## config.mk

```make
export PLATFORM = sky130hd
export DESIGN_NAME = ctl_latch_bank
export DESIGN_NICKNAME = d
export VERILOG_FILES = /design/src/rtl/ctl_latch_pkg.sv /design/src/rtl/ctl_latch_regs.sv /design/src/rtl/ctl_latch_sync.sv /design/src/rtl/ctl_latch_pad.sv /design/src/rtl/ctl_latch_scan.sv /design/src/rtl/ctl_latch_bank.sv
export SDC_FILE = /design/constraint.sdc
export NUM_CORES = 1
export LEC_CHECK = 0
export ABC_AREA = 1
export BUFFER_PORTS_ARGS = -buffer_cell sky130_fd_sc_hd__buf_2
export CORE_MARGIN = 2
export CORE_UTILIZATION = 50
export DETAILED_ROUTE_END_ITERATION = 8
export PLACE_DENSITY = 0.84
export RECOVER_POWER = 50
export SYNTH_ARGS = -nofsm -noshare
export SYNTH_HDL_FRONTEND = slang
export SYNTH_SLANG_ARGS = --single-unit
```

## constraint.sdc

```tcl
create_clock -name clk -period 1.66 [get_ports clk]
set_input_delay 0.249 -clock clk [delete_from_list [all_inputs] [get_ports clk]]
set_output_delay 0.249 -clock clk [all_outputs]
set_load 0.02 [all_outputs]
```

## src/rtl/ctl_latch_pkg.sv

```systemverilog
package ctl_latch_pkg;

    // Host register select codes; the readback register is read-only.
    typedef enum logic [1:0] {
        SEL_DIR   = 2'd0,
        SEL_DATA  = 2'd1,
        SEL_PINS  = 2'd2,
        SEL_SPARE = 2'd3
    } host_sel_e;

endpackage

```

## src/rtl/ctl_latch_regs.sv

```systemverilog
module ctl_latch_regs
    import ctl_latch_pkg::*;
#(
    parameter int                 NUM_PINS = 6,
    parameter int                 REG_W    = 8,
    parameter logic [NUM_PINS-1:0] DIR_RST  = 6'b001100,
    parameter logic [NUM_PINS-1:0] DATA_RST = 6'b000000
) (
    input  logic                clk,
    input  logic                rst_n,
    input  logic                wr_en,
    input  logic [1:0]          sel,
    input  logic [REG_W-1:0]    wdata,
    input  logic [NUM_PINS-1:0] pins_sync,
    output logic [NUM_PINS-1:0] dir,
    output logic [NUM_PINS-1:0] data,
    output logic [REG_W-1:0]    rdata
);

    typedef struct packed {
        logic [NUM_PINS-1:0] dir;
        logic [NUM_PINS-1:0] data;
    } regs_t;

    regs_t regs_d, regs_q;

    logic unused_wdata_hi;
    assign unused_wdata_hi = ^wdata[REG_W-1:NUM_PINS];

    always_comb begin
        regs_d = regs_q;
        if (wr_en) begin
            case (sel)
                SEL_DIR:  regs_d.dir  = wdata[NUM_PINS-1:0];
                SEL_DATA: regs_d.data = wdata[NUM_PINS-1:0];
                default:  ;
            endcase
        end
    end

    always_ff @(posedge clk or negedge rst_n) begin
        if (!rst_n) begin
            regs_q.dir  <= DIR_RST;
            regs_q.data <= DATA_RST;
        end else begin
            regs_q <= regs_d;
        end
    end

    always_comb begin
        rdata = '0;
        case (sel)
            SEL_DIR:  rdata[NUM_PINS-1:0] = regs_q.dir;
            SEL_DATA: rdata[NUM_PINS-1:0] = regs_q.data;
            SEL_PINS: rdata[NUM_PINS-1:0] = pins_sync;
            default:  rdata = '0;
        endcase
    end

    assign dir  = regs_q.dir;
    assign data = regs_q.data;

endmodule

```

## src/rtl/ctl_latch_sync.sv

```systemverilog
module ctl_latch_sync #(
    parameter int WIDTH  = 6,
    parameter int STAGES = 2
) (
    input  logic             clk,
    input  logic             rst_n,
    input  logic [WIDTH-1:0] async_in,
    output logic [WIDTH-1:0] sync_out
);

    logic [STAGES-1:0][WIDTH-1:0] chain_d, chain_q;

    always_comb begin
        chain_d[0] = async_in;
        for (int s = 1; s < STAGES; s++) begin
            chain_d[s] = chain_q[s-1];
        end
    end

    always_ff @(posedge clk or negedge rst_n) begin
        if (!rst_n) begin
            chain_q <= '0;
        end else begin
            chain_q <= chain_d;
        end
    end

    assign sync_out = chain_q[STAGES-1];

endmodule

```

## src/rtl/ctl_latch_pad.sv

```systemverilog
module ctl_latch_pad #(
    parameter int NUM_PINS = 6
) (
    input  logic [NUM_PINS-1:0] dir,
    input  logic [NUM_PINS-1:0] data,
    output logic [NUM_PINS-1:0] pad_out,
    output logic [NUM_PINS-1:0] pad_oe
);

    // One driver cell per pin: an input pin drives neither enable nor value.
    for (genvar i = 0; i < NUM_PINS; i++) begin : g_cell
        assign pad_oe[i]  = dir[i];
        assign pad_out[i] = dir[i] & data[i];
    end

endmodule

```

## src/rtl/ctl_latch_scan.sv

```systemverilog
module ctl_latch_scan #(
    parameter int SCAN_W = 2
) (
    input  logic              clk,
    input  logic              rst_n,
    input  logic [SCAN_W-1:0] pins_sync,
    output logic [SCAN_W-1:0] scan_bits,
    output logic              scan_valid
);

    typedef struct packed {
        logic [SCAN_W-1:0] bits;
        logic              valid;
    } scan_t;

    scan_t scan_d, scan_q;

    always_comb begin
        scan_d.bits  = pins_sync;
        scan_d.valid = (pins_sync != scan_q.bits);
    end

    always_ff @(posedge clk or negedge rst_n) begin
        if (!rst_n) begin
            scan_q <= '0;
        end else begin
            scan_q <= scan_d;
        end
    end

    assign scan_bits  = scan_q.bits;
    assign scan_valid = scan_q.valid;

endmodule

```

## src/rtl/ctl_latch_bank.sv

```systemverilog
module ctl_latch_bank #(
    parameter int                  NUM_PINS    = 6,
    parameter int                  REG_W       = 8,
    parameter int                  SEL_W       = 2,
    parameter int                  SYNC_STAGES = 2,
    parameter int                  SCAN_W      = 2,
    parameter logic [NUM_PINS-1:0] DIR_RST     = 6'b001100,
    parameter logic [NUM_PINS-1:0] DATA_RST    = 6'b000000
) (
    input  logic                clk,
    input  logic                rst_n,
    input  logic                host_wr,
    input  logic [SEL_W-1:0]    host_sel,
    input  logic [REG_W-1:0]    host_wdata,
    output logic [REG_W-1:0]    host_rdata,
    input  logic [NUM_PINS-1:0] pad_in,
    output logic [NUM_PINS-1:0] pad_out,
    output logic [NUM_PINS-1:0] pad_oe,
    output logic [SCAN_W-1:0]   scan_bits,
    output logic                scan_valid
);

    logic [NUM_PINS-1:0] pins_sync;
    logic [NUM_PINS-1:0] dir;
    logic [NUM_PINS-1:0] data;

    ctl_latch_sync #(
        .WIDTH  (NUM_PINS),
        .STAGES (SYNC_STAGES)
    ) u_sync (
        .clk      (clk),
        .rst_n    (rst_n),
        .async_in (pad_in),
        .sync_out (pins_sync)
    );

    ctl_latch_regs #(
        .NUM_PINS (NUM_PINS),
        .REG_W    (REG_W),
        .DIR_RST  (DIR_RST),
        .DATA_RST (DATA_RST)
    ) u_regs (
        .clk       (clk),
        .rst_n     (rst_n),
        .wr_en     (host_wr),
        .sel       (host_sel),
        .wdata     (host_wdata),
        .pins_sync (pins_sync),
        .dir       (dir),
        .data      (data),
        .rdata     (host_rdata)
    );

    ctl_latch_pad #(
        .NUM_PINS (NUM_PINS)
    ) u_pad (
        .dir     (dir),
        .data    (data),
        .pad_out (pad_out),
        .pad_oe  (pad_oe)
    );

    ctl_latch_scan #(
        .SCAN_W (SCAN_W)
    ) u_scan (
        .clk        (clk),
        .rst_n      (rst_n),
        .pins_sync  (pins_sync[SCAN_W-1:0]),
        .scan_bits  (scan_bits),
        .scan_valid (scan_valid)
    );

endmodule

```

* Word level (Yosys, flattened, before mapping)
Index checks and enable logic that the tools add are counted.
Operators by class: reductions and logical operators 3, muxes and demuxes 1, equality and inequality tests 3, bitwise logic cells 6
Operators by type and width (count):
- case mux 6 bit (3 select lines) | 1
- bitwise AND 1 bit | 6
- AND reduction 2 bit | 2
- == test 2 x 1 -> 1 bit (second input constant) | 1
- == test 2 bit (second input constant) | 1
- zero test 2 bit | 1
- != test 2 bit | 1
Word-level totals: word-level logic and storage cells 19, input port bits 19, register bits 27, output and inout port bits 23

* Longest topological paths before layout
depth after elaboration 2, mapped depth 5, mapped depth without buffers 4

* Cells and area by module
Synthesis repeated with hierarchy kept, for this count alone.
Second synthesis, totals: cells, all modules 125, area, all modules 1154.9 um^2
Modules (own cells, without submodules):
- ctl_latch_regs | sequential area each 302.8 um^2, cells each 85, area an instance 658.1 um^2, instances 1
- ctl_latch_sync | sequential area each 300.3 um^2, cells each 12, area an instance 300.3 um^2, instances 1
- ctl_latch_scan | sequential area each 75.1 um^2, cells each 10, area an instance 106.4 um^2, instances 1
- ctl_latch_pad | sequential area each 0.0 um^2, cells each 18, area an instance 90.1 um^2, instances 1

* Worst setup path before layout
Ideal clock, no wire load.
path kind input port to output port, start point input port host_sel[1], end point output port host_rdata[0], buffers on the path 2, stages on the path 5, required time 1.411 ns, arrival 0.847 ns, setup slack 0.564 ns, cells stage by stage buf_6 -> inv_1 -> buf_4 -> nand3_1 -> nand3_1
Between the ends: word-level cells in the longest chain between the ends 2, elaborated cells between the ends (all ways) 4, those cells by class eq/ne: 2; mux: 1; reduce/logical: 1
RTL lines:
- from (decl) | RTL line ctl_latch_bank.sv:13 | input logic [SEL_W-1:0] host_sel,
- == test 2 bit (tied with other cells) | RTL line ctl_latch_regs.sv:52 | case (sel)
- case mux 6 bit (3 select lines) * | RTL line ctl_latch_regs.sv:52
- to (decl) | RTL line ctl_latch_bank.sv:15 | output logic [REG_W-1:0] host_rdata,
Every way passes the cells marked *; elsewhere a longest branch is shown, timed or not.

* Final worst setup path
start point register u_regs.dir[2] (netlist name), end point output port host_rdata[2]
Between the ends: word-level cells in the longest chain between the ends 1
RTL lines (RTL line):
- case mux 6 bit (3 select lines) | ctl_latch_regs.sv:52
Every way passes these cells.

==> flow_metrics.py <==
metrics = {
    "status": {
        "run_status": "finished clean",
    },
    "global_route": {
        "grt_start_max_net_pins": 28,
        "grt_use_total_pct": 17.5,
        "antenna_found_initial": 0,
        "grt_pass1_wl_microns": 3390,
        "gr-total-overflow": 0,
        "grt_pass1_vias": 826,
    },
    "cells_and_area": {
        "final_core_util_pct": 61.0,
        "fin_nets": 171,
        "n_fill_cell": 195,
        "multiInputGateArea_sq_um": 342,
        "regArea_sq_um": 678,
        "stdcell_count": 179,
        "mostFrequentLayoutCells": "nand2_1, buf_2, nand3_1, dfrtp_1, inv_1",
        "diodes": 0,
        "layout-drive-gt1-share_pct": 29.1,
        "area_growth_pct": 18.7,
        "mostFrequentLayoutCell": "nand2_1",
    },
    "place": {
        "dp_slack_ns": 0.315,
        "hpwl_microns": 1500,
        "io_buffers": 37,
        "post-place-cells": 174,
        "gp_congestion": 0.810,
    },
    "timing": {
        "slew_headroom_pct": 57.6,
        "worst_slew_pin_slew_ns": 0.636,
        "setup_viol": 0,
        "fin_ws_ns": 0.223,
        "maxSlewViolCount": 0,
        "grt_setup_unrepaired": "no",
        "tns_ns": 0,
        "min_period_ns": 1.44,
        "clock_skew_ns": 0.00160,
        "hold_viol": 0,
        "clock.fmax_mhz": 696,
        "layout_worst_path_cycle_share_pct": 86.6,
    },
    "worst_setup_path": {
        "crit_chain": "nand2_1, nand3_1, buf_2",
        "endpoint_kind": "output port",
        "slowest_stage": "dfstp_2",
        "critical_path_class": "register to output port",
        "cpPeakStageDelay_ns": 0.58,
        "critPathLaunchType": "register",
        "cp_max_fo": 4,
        "cp.arrival_ns": 1.19,
        "worstPathRequired_ns": 1.41,
    },
    "clock_tree": {
        "cts_buffer_depth": 2,
        "cts_made_buffers": 3,
        "cts.sinks": 27,
        "ctsResizeCount": 0,
        "postCtsSetupBuffers": 0,
        "clk_pin_slew_ns": 0.14,
        "cts_root_buffer": "clkbuf_4",
        "clk_latency_ns": 0.32,
        "htree_num_levels": 1,
        "cts_hold_buffers": 1,
        "cts_tree": "done",
    },
    "routing": {
        "drtIter0Drc": 37,
        "wl_per_cell_microns": 11.8,
        "ant_nets": 0,
        "via_per_inst": 5.05,
        "drt_wl_total_microns": 2110,
        "drtPass1Iterations": 4,
        "drc": 0,
        "vias": 904,
    },
    "die": {
        "boundaryPins": 42,
        "core_area_sq_um": 2150,
        "initial_core_util_pct": 51.4,
        "die_area_sq_um": 2600,
        "row_count": 17,
        "die_h_microns": 51.0,
        "dieWidth_microns": 51.0,
    },
    "pwr": {
        "power.density_nw_per_um2": 1030,
        "peakVddDrop_mv": 0.739,
        "total_power_mw": 1.35,
        "p_leak_nw": 0.736,
    },
    "yosys": {
        "yosysUniqueCellTypes": 12,
        "ys.warnings.count": 0,
        "ys_ff_latch": 27,
        "syn_avg_cell_area_sq_um": 9.60,
        "ys_seq_area_share_pct": 61.5,
        "synthCells": 115,
        "synthesis.area_sq_um": 1100,
    },
    "job": {
        "cap_violations": 0,
    },
    "hold_path": {
        "min_path_type": "primary input to register",
    },
}
flip-flops by register name, summed over array words and instances (netlist names):
register,cells
u_scan.scan_valid,1
u_sync.sync_out,6
u_regs.data,6
u_scan.scan_bits,2
u_regs.dir,6
u_sync.chain_d,6
Yosys cell counts:
master / n / area [sq um]
buf_6: 2 / 22.5
inv_1: 8 / 30.0
dfrtp_1: 25 / 626
conb_1: 1 / 3.75
buf_2: 1 / 5.00
nand4_1: 6 / 37.5
xnor2_1: 2 / 17.5
dfstp_2: 2 / 52.6
nand2_1: 38 / 143
buf_4: 4 / 30.0
nand3_1: 25 / 125
nor2_4: 1 / 11.3
report_power, final:
| part | leakage (nW) | internal [mW] | switching (mW) |
|---|---|---|---|
| sequential | 0.319 | 0.730 | 0.0485 |
| clock | 0.0139 | 0.0922 | 0.188 |
| combinational | 0.403 | 0.0979 | 0.193 |
| total | 0.736 | 0.920 | 0.430 |
through the flow:
stage / area [sq um] / hold slack [ns]
detailed placement: 1270 / 0.274
floorplan: 1110 / -0.0466
CTS: 1310 / 0.0200
global route: 1310 / 0.00225
finish: 1310 / 0.0206
global placement: 1270 / 0.269
cells by family (layout without fill, tap and decap cells):
logic type,after synthesis,in the layout,synth area share (%)
flops,27,27,61.5
simple gates,70,70,28.7
other cells,1,2,0.340
xor+xnor,2,2,1.59
buf+inv,15,50,7.94
worst max-delay path: cells and delay by family (launching register included):
kind / cells / cell delay [ns]
buf+inv: 1 / 0.16
simple gates: 2 / 0.12
flops: 1 / 0.58
area by class of cell:
cell class	instances	share of cell area, %
inverters	8	2.29
multi-input cells	74	26.1
repair buffers	38	14.9
flip-flops and latches	27	51.8
clock inverters	1	0.573
clock buffers	3	1.72
well taps	28	2.67
worst paths after layout:
check / end / from / cells past startpoint / slack, ns
worst max-delay path: host_rdata[2] / u_regs.dir[2]$_DFFE_PN1P_ / 3 / 0.22
worst min-delay path: u_sync.chain_d[10]$_DFF_PN0_ / pad_in[4] / 1 / 0.02
worst max register to register: u_regs.dir[2]$_DFFE_PN1P_ / u_regs.dir[2]$_DFFE_PN1P_ / 2 / 0.90
worst min register to register: u_sync.sync_out[5]$_DFF_PN0_ / u_sync.chain_d[11]$_DFF_PN0_ / 0 / 0.37
max in group asynchronous: u_scan.scan_valid$_DFF_PN0_ / rst_n / 2 / 0.79
min in group asynchronous: u_regs.dir[4]$_DFFE_PN0P_ / rst_n / 2 / 0.46
per-layer routing:
| metal | vias up | wire, microns | track usage [%] |
|---|---|---|---|
| met5 | - | 0 | 0 |
| met1 | 421 | 905 | 22.0 |
| met4 | 0 | 57 | 8.56 |
| li1 | 440 | - | - |
| met2 | 33 | 1010 | 28.6 |
| met3 | 10 | 142 | 4.09 |
(Power assumes the default switching activity.)
